`src/rtl/cfg_seq_pkg.sv`:
```
package cfg_seq_pkg;
  typedef enum logic [2:0] {
    SQ_BOOT,
    SQ_IDLE,
    SQ_CONFIG,
    SQ_USER,
    SQ_CLEAN,
    SQ_ERR_PULSE,
    SQ_ERR_HOLD,
    SQ_LOCKED
  } seq_state_t;

  function automatic logic fatal_hit(input logic f, input logic t, input logic e);
    return f | t | e;
  endfunction
endpackage

```
`src/rtl/cfg_cycle_timer.sv`:
```
// Fixed-length interval timer: after start, expire is high in the LEN-th cycle.
module cfg_cycle_timer #(
  parameter int LEN = 8
) (
  input  logic clk,
  input  logic rst,
  input  logic start,
  output logic expire
);
  localparam int CNT_W = (LEN > 1) ? $clog2(LEN) : 1;

  generate
    if (LEN == 1) begin : g_single
      logic armed;
      always_ff @(posedge clk) begin
        if (rst) armed <= 1'b0;
        else     armed <= start;
      end
      assign expire = armed;
    end else begin : g_count
      logic [CNT_W-1:0] cnt;
      logic             busy;
      always_ff @(posedge clk) begin
        if (rst) begin
          cnt  <= '0;
          busy <= 1'b0;
        end else if (start) begin
          cnt  <= CNT_W'(LEN - 1);
          busy <= 1'b1;
        end else if (busy) begin
          if (cnt == '0) busy <= 1'b0;
          else           cnt  <= cnt - 1'b1;
        end
      end
      assign expire = busy && (cnt == '0);
    end
  endgenerate
endmodule

```
`src/rtl/cfg_mode_latch.sv`:
```
// Captures the mode pins once, in the boot cycle.
module cfg_mode_latch #(
  parameter int W = 3
) (
  input  logic         clk,
  input  logic         rst,
  input  logic         sample,
  input  logic [W-1:0] pins,
  output logic [W-1:0] held
);
  always_ff @(posedge clk) begin
    if (rst)         held <= '0;
    else if (sample) held <= pins;
  end
endmodule

```
`src/rtl/cfg_status_seq.sv`:
```
module cfg_status_seq
  import cfg_seq_pkg::*;
#(
  parameter int MODE_W    = 3,
  parameter int CLEAN_CYC = 16,
  parameter int ERR_CYC   = 8
) (
  input  logic              clk,
  input  logic              rst,
  input  logic              cfg_req_n,
  input  logic [MODE_W-1:0] mode_pins,
  input  logic              bits_done,
  input  logic              fabric_ready,
  input  logic              err_soft,
  input  logic              err_fatal,
  input  logic              tamper_evt,
  input  logic              ecc_dbl,
  output logic              stat_n,
  output logic              cfg_done,
  output logic              init_done,
  output logic [MODE_W-1:0] mode_held
);
  seq_state_t st_q, st_nx;
  logic stat_nx, done_nx, init_nx;
  logic clean_go, err_go, clean_exp, err_exp;
  logic fatal_any;

  assign fatal_any = fatal_hit(err_fatal, tamper_evt, ecc_dbl);

  cfg_mode_latch #(.W(MODE_W)) u_mode (
    .clk    (clk),
    .rst    (rst),
    .sample (st_q == SQ_BOOT),
    .pins   (mode_pins),
    .held   (mode_held)
  );

  cfg_cycle_timer #(.LEN(CLEAN_CYC)) u_clean_tmr (
    .clk    (clk),
    .rst    (rst),
    .start  (clean_go),
    .expire (clean_exp)
  );

  cfg_cycle_timer #(.LEN(ERR_CYC)) u_err_tmr (
    .clk    (clk),
    .rst    (rst),
    .start  (err_go),
    .expire (err_exp)
  );

  always_comb begin
    st_nx    = st_q;
    stat_nx  = stat_n;
    done_nx  = cfg_done;
    init_nx  = init_done;
    clean_go = 1'b0;
    err_go   = 1'b0;
    if (fatal_any) begin
      st_nx   = SQ_LOCKED;
      stat_nx = 1'b0;
      done_nx = 1'b0;
      init_nx = 1'b0;
    end else begin
      unique case (st_q)
        SQ_BOOT: begin
          if (cfg_req_n) begin
            st_nx   = SQ_CONFIG;
            stat_nx = 1'b1;
          end else begin
            st_nx   = SQ_IDLE;
          end
        end
        SQ_IDLE: begin
          if (cfg_req_n) begin
            st_nx   = SQ_CONFIG;
            stat_nx = 1'b1;
          end
        end
        SQ_CONFIG: begin
          if (!cfg_req_n) begin
            st_nx    = SQ_CLEAN;
            clean_go = 1'b1;
          end else if (err_soft) begin
            st_nx   = SQ_ERR_PULSE;
            stat_nx = 1'b0;
            err_go  = 1'b1;
          end else if (bits_done) begin
            st_nx   = SQ_USER;
            done_nx = 1'b1;
          end
        end
        SQ_USER: begin
          if (!cfg_req_n) begin
            st_nx    = SQ_CLEAN;
            clean_go = 1'b1;
            done_nx  = 1'b0;
            init_nx  = 1'b0;
          end else if (fabric_ready) begin
            init_nx = 1'b1;
          end
        end
        SQ_CLEAN: begin
          if (clean_exp) begin
            st_nx   = SQ_IDLE;
            stat_nx = 1'b0;
          end
        end
        SQ_ERR_PULSE: begin
          if (err_exp) begin
            if (cfg_req_n) begin
              st_nx   = SQ_ERR_HOLD;
              stat_nx = 1'b1;
            end else begin
              st_nx   = SQ_IDLE;
            end
          end
        end
        SQ_ERR_HOLD: begin
          if (!cfg_req_n) begin
            st_nx   = SQ_IDLE;
            stat_nx = 1'b0;
          end
        end
        SQ_LOCKED: begin
          stat_nx = 1'b0;
          done_nx = 1'b0;
          init_nx = 1'b0;
        end
        default: st_nx = SQ_LOCKED;
      endcase
    end
  end

  always_ff @(posedge clk) begin
    if (rst) begin
      st_q      <= SQ_BOOT;
      stat_n    <= 1'b0;
      cfg_done  <= 1'b0;
      init_done <= 1'b0;
    end else begin
      st_q      <= st_nx;
      stat_n    <= stat_nx;
      cfg_done  <= done_nx;
      init_done <= init_nx;
    end
  end
endmodule

```
`config.mk`:
```
export PLATFORM = sky130hd
export DESIGN_NAME = cfg_status_seq
export DESIGN_NICKNAME = d
export VERILOG_FILES = /design/src/rtl/cfg_seq_pkg.sv /design/src/rtl/cfg_cycle_timer.sv /design/src/rtl/cfg_mode_latch.sv /design/src/rtl/cfg_status_seq.sv
export SDC_FILE = /design/constraint.sdc
export NUM_CORES = 1
export LEC_CHECK = 0
export ABC_AREA = 1
export BUFFER_PORTS_ARGS = -buffer_cell sky130_fd_sc_hd__buf_2
export CORE_ASPECT_RATIO = 1.75
export CORE_MARGIN = 4
export CORE_UTILIZATION = 40
export CTS_CLUSTER_SIZE = 30
export DETAILED_ROUTE_END_ITERATION = 6
export MAX_ROUTING_LAYER = met4
export PLACE_DENSITY = 0.69
export RECOVER_POWER = 25
export SETUP_SLACK_MARGIN = 0.15
export SLEW_MARGIN = 20
export SYNTH_ARGS = -nofsm -noshare
export SYNTH_HDL_FRONTEND = slang
export SYNTH_SLANG_ARGS = --single-unit
```
`constraint.sdc`:
```
create_clock -name clk -period 3.4 [get_ports clk]
set_input_delay 0 -clock clk [delete_from_list [all_inputs] [get_ports clk]]
set_output_delay 0 -clock clk [all_outputs]
set_load 0.05 [all_outputs]
```
==> results.ini, run 1 <==
[status]
status = complete, no violations

[cts]
cts_setup_buffers = 0
root_buffer = clkbuf_8
cts_resized = 0
ctsHtreeMaxLevel = 1
insertion_delay_ps = 250
clk_pin_slew_ps = 60
clkSinkCount = 18
cts_buffers = 3
cts_tree = done
hold_buffers = 3
clock_path_buffers = 2

[logic_synthesis]
synth_fp_nets = 172
netlist.area_leader.share = 0.337
synth.most_common_cell = nand2_1
syn_area_per_cell_um2 = 6.81
synthDistinctLibCells = 26
synth_area_leaders = dfxtp_1 34%, nand2_1 10%, nor2_1 6.7%
synth_commonest_cells = 29 x nand2_1, 19 x nor2_1, 18 x dfxtp_1
synth_edf_count = 0
synthArstFlopShare = 0
syn_inst = 157
yosys_warnings = 0
yosysSeqAreaShare = 0.337
syn_area_mm2 = 0.00107
ys_ff_latch = 18
yosysTopAreaCell = dfxtp_1
synth-main-ff-cell = dfxtp_1

[global_route]
antenna_found_initial = 0
grt_pass1_wl_um = 4210
track_usage = 0.155
first_global_vias = 1030
grt_max_degree = 11
grt_remaining_overflow = 0

[power_and_ir_drop]
power.density_mw_per_mm2 = 373
leakagePower_uw = 0.000560
peakVddDrop_mv = 0.269

[min_path]
hold_end = st_q[1]
hp-start = rst
whs_path_depth = 2
hold_class = in -> reg

[setup_path]
r2r_setup_slack_ps = 1870
critical_path_class = reg -> reg
critPathRequiredTime_ps = 3580
cp-start-kind = register
r2r_cells = 7
crit_fanout = 6
reg2reg_to = stat_n
worstSetupEndpointType = register
critPathArrivalTime_ps = 1710
rr_startpoint = st_q[1]

[sta]
maxSlewHeadroom = 0.600
fmax_ghz = 0.653
maxSlewViolCount = 0
setup_viol = 0
finalCritPeriodShare = 0.450
setup-tns-final_ps = 0
skew_ps = 0.921
fin_ws_ps = 1870
min_period_ps = 1530
hold_violations = 0
worstMarginPinSlew_ps = 603
rsz0062_at_grt = false

[die]
num_rows = 24
core_area_mm2 = 0.00252
io_pins = 18
start_util = 0.424
die_height_um = 76.4
fp.dieArea_mm2 = 0.00359
die-width_um = 47.1

[drt]
wirelength_um = 2360
routedWlPerCell_um = 11.6
drc = 0
viasPerCell = 5.31
dr.pass1.iters = 4
ant_nets = 0
via_count = 1083
dr.first_iter.drc_count = 64

[finish]
syn2layout_area_growth_pct = 15.9
fin_area_mm2 = 0.00124
drive_gt1_frac = 0.191
finish.net_count = 195
antenna_cells = 0

[place]
place_congestion = 0.937
placed_cell_area_mm2 = 0.00117
pre_cts_ws_ps = 1960
portBuffers = 17
hpwl_um = 1850

[run]
cap_violations = 0

## logic make-up after synthesis
group / after synthesis / share of synthesized area
flip-flops: 18 / 0.337
XOR/XNOR: 4 / 0.0328
AND/OR/NAND/NOR: 80 / 0.357
adder cells (fa/ha/maj): 3 / 0.0351
buffers and inverters: 23 / 0.0843
AO/OA/AOI/OAI: 29 / 0.153
## power breakdown
group          switching, µW  internal [µW]  total, µW  leakage, µW
sequential              7.93            218        225     0.000147
combinational           61.3           30.9       92.2     0.000392
clock                   65.6           78.6        144    0.0000216
total                    135            327        462     0.000560
## routing by layer
metal,vias up,wire length [µm],global-route usage
met5,-,0,-
met4,0,68,0.0665
met3,8,148,0.0284
met2,46,1170,0.236
met1,477,974,0.192
li1,552,-,-
## stage by stage
step	hold slack, ps	power, µW	utilization	cells
global route	49.2	492	0.491	204
CTS	38.7	469	0.494	204
global placement	231	317	0.466	198
finish	38.2	462	0.491	204
floorplan	135	297	-	157
detailed placement	242	319	0.466	198
## cells in the final DEF, fill, tap and decap left out, types with 2 or more instances in the layout
master and count:
nand2_1 29, nor2_1 19, dfxtp_1 18, inv_1 17, nand3_1 13, a21oi_1 13, buf_2 11, o21ai_0 9
nand2_2 8, clkbuf_1 6, inv_2 4, xor2_1 4, nand4_1 3, ha_1 3, clkbuf_8 3, dlygate4sd3_1 3
nor2_2 2, nor2_4 2, o211ai_1 2
## final cells by class
| cell class | count | area (µm²) |
|---|---|---|
| clock buffer | 3 | 41.3 |
| fill | 273 | 1280 |
| inverter | 21 | 78.8 |
| multi-input combinational | 116 | 618 |
| sequential | 18 | 360 |
| tap | 26 | 32.5 |
| timing repair buffer | 20 | 108 |
## worst max-delay path, stage by stage (launching register included)
cell	delay (ps)
dfxtp_1	460
inv_2	90
nand2_1	160
nor2_2	70
nand2_2	60
nor3b_1	350
nand3_1	120
a21oi_1	150
## flip-flops by register name, summed over array words and instances (netlist names)
name and count:
cfg_done 1, init_done 1, st_q 3, stat_n 1, u_clean_tmr.g_count.busy 1, u_clean_tmr.g_count.cnt 4, u_err_tmr.g_count.busy 1, u_err_tmr.g_count.cnt 3
u_mode.held 3
## worst max path at each step
stage / from / slack, ps / end / cells after the start
2_1_floorplan: u_clean_tmr.g_count.cnt[0] / 2100 / u_clean_tmr.g_count.cnt[3] / 10
3_3_place_gp: st_q[1] / 1980 / stat_n / 7
3_5_place_dp: st_q[1] / 1960 / stat_n / 7
4_1_cts: st_q[1] / 1930 / stat_n / 7
5_1_grt: st_q[1] / 1740 / stat_n / 7
6_report: st_q[1] / 1870 / stat_n / 7
(Power assumes the default switching activity.)
==> run 2, diff against run 1 <==
--- a/config.mk
+++ b/config.mk
@@ -13,7 +13,7 @@
 export CTS_CLUSTER_SIZE = 30
 export DETAILED_ROUTE_END_ITERATION = 6
 export MAX_ROUTING_LAYER = met4
-export PLACE_DENSITY = 0.69
+export PLACE_DENSITY = 0.71
 export RECOVER_POWER = 25
 export SETUP_SLACK_MARGIN = 0.15
 export SLEW_MARGIN = 20
==> constraint.sdc (replaced) <==
create_clock -name clk -period 1.38 [get_ports clk]
set_input_delay 0 -clock clk [delete_from_list [all_inputs] [get_ports clk]]
set_output_delay 0 -clock clk [all_outputs]
set_load 0.05 [all_outputs]
==> run 2 against run 1 <==
Against the previous run:
- setup slack got worse by 1800 ps
- clock power increased to 2.6 times the previous value
- sequential share of layout area decreased by 4.8 points
- final cell count increased by 7.8%
- first-iteration DRC count decreased by 39%
- sequential power increased to 2.5 times the previous value
- clock-buffer cell count unchanged
- register-to-register slack got worse by 1800 ps
- largest power group unchanged
- highest routed layer unchanged
==> results.ini, run 2 (synthesis gave the netlist of run 1 again) <==
[status]
status = complete, no violations

[global_route]
grt_remaining_overflow = 0  ; unchanged
grt_pass1_wl_um = 5070  ; +20%
first_global_vias = 1232  ; +20%
grt_max_degree = 11  ; unchanged
track_usage = 0.190  ; +0.0350
antenna_found_initial = 0  ; unchanged

[setup_path]
critPathArrivalTime_ps = 1460  ; -250 ps
cp_cell_sequence = inv_4, nand2_2, nor2_2, nand2_1, nand2_2, inv_4, nand3_1, nand2_1, nor2_1, nor2_1
cp_num_buf_inv = 2  ; +1
critical_path_class = reg -> reg
critPathRequiredTime_ps = 1530  ; -2050 ps
max_stage_delay_ps = 400  ; -60 ps
cpMaxStageDelayCell = dfxtp_4
worstSetupEndpointType = register
crit_fanout = 6  ; unchanged
cp-start-kind = register
critPathTopFamily = simple AND/OR/NAND/NOR gates

[die]
io_pins = 18  ; unchanged
fp.dieArea_mm2 = 0.00359  ; unchanged
start_util = 0.424  ; unchanged
core_area_mm2 = 0.00252  ; unchanged
die_height_um = 76.4  ; unchanged
die-width_um = 47.1  ; unchanged
num_rows = 24  ; unchanged

[sta]
whs_ps = 20.1  ; -18.1 ps
min_period_ps = 1310  ; -221 ps
finalCritPeriodShare = 0.949  ; +0.499
maxSlewViolCount = 0  ; unchanged
skew_ps = 2.81  ; +1.89 ps
maxSlewHeadroom = 0.606  ; +0.00629
fmax_ghz = 0.764  ; +17%
setup-tns-final_ps = 0  ; unchanged
setup_viol = 0  ; unchanged
rsz0062_at_grt = true
worstMarginPinSlew_ps = 593  ; -9.48 ps
hold_violations = 0  ; unchanged

[drt]
viasPerCell = 5.35  ; +0.69%
via_count = 1176  ; +8.6%
drc = 0  ; unchanged
dr.first_iter.drc_count = 39  ; -39%
ant_nets = 0  ; unchanged
wirelength_um = 3000  ; +27%
dr.pass1.iters = 4  ; unchanged
routedWlPerCell_um = 13.6  ; +18%

[cts]
cts_buffers = 3  ; unchanged
clock_path_buffers = 2  ; unchanged
ctsHtreeMaxLevel = 1  ; unchanged
clk_pin_slew_ps = 70  ; about the same
cts_tree = done
insertion_delay_ps = 260  ; about the same
clkSinkCount = 18  ; unchanged
root_buffer = clkbuf_8

[finish]
top_register = u_clean_tmr.g_count.cnt
syn2layout_area_growth_pct = 44.8
final_cell_mix = 21 x nand2_1, 16 x nor2_1, 13 x a21oi_1, 13 x buf_4
nFillCells = 213  ; -22%
postLayoutCoreUtil = 0.614  ; +0.123
finish.net_count = 211  ; +8.2%
final_common_cell = nand2_1
seqCellArea_um2 = 375  ; +4.2%
largest_reg_flops = 4  ; unchanged
multi_input_area_um2 = 764  ; +24%
fin_area_mm2 = 0.00155  ; +25%
drive_gt1_frac = 0.438  ; +0.247
antenna_cells = 0  ; unchanged

[power_and_ir_drop]
p_total_uw = 1250  ; +170%
power.density_mw_per_mm2 = 810  ; +120%
p_seq_frac = 0.450  ; -0.038
power_frac_clock = 0.300  ; -0.012
peakVddDrop_mv = 0.641  ; +140%
p_comb_frac = 0.250  ; +0.050
intPower_uw = 855  ; +160%
power_switching_uw = 399  ; +200%
sw_frac_of_total = 0.318  ; +0.0264
leakagePower_uw = 0.000672  ; +20%

[place]
place_congestion = 0.910  ; -2.8%
portBuffers = 17  ; unchanged
hpwl_um = 1880  ; +1.4%
placed_cell_area_mm2 = 0.00124  ; +5.9%

[run]
cap_violations = 0  ; unchanged

[min_path]
hold_class = in -> reg

[run 2: worst paths after layout]
path / startpoint / endpoint / slack [ps] / depth (start not counted)
hold / removal: rst / st_q[1] / 20 / 2
hold reg to reg: cfg_done / cfg_done / 470 / 2
setup / recovery: st_q[1] / st_q[0] / 70 / 10
setup reg to reg: st_q[1] / st_q[0] / 70 / 10
[run 2: power groups by stage]
stage | Sequential [µW] | Combinational (µW) | Clock [µW]
finish | 564 | 314 | 376
global route | 566 | 349 | 408
CTS | 562 | 283 | 375
global placement | 569 | 229 | 0
floorplan | 590 | 151 | 0
detailed placement | 569 | 232 | 0
[run 2: cell type report]
class,instances,area share
tap,26,0.0210
inverter,21,0.0606
multi-input combinational,116,0.494
sequential,18,0.243
clock buffer,3,0.0267
timing repair buffer,36,0.155
[run 2: metal layers]
metal | vias up | global-route usage | wire, µm
met2 | 38 | 0.312 | 1540
li1 | 590 | - | -
met3 | 15 | 0.0260 | 143
met1 | 533 | 0.210 | 1150
met5 | - | - | 0
met4 | 0 | 0.0942 | 162
[run 2: per-stage QoR]
stage,worst slack [ps],instances
global route,-27.3,220
CTS,104,217
global placement,34.5,201
floorplan,137,157
finish,70.5,220
detailed placement,21.6,201
[run 2: timing repair]
item                                   CTS  global route
resized for setup                       25            19
pin swaps                               15             8
setup endpoints to repair               10            13
hold buffers                             3             0
endpoints found under the hold margin    3             0
buffers inserted                        10             3
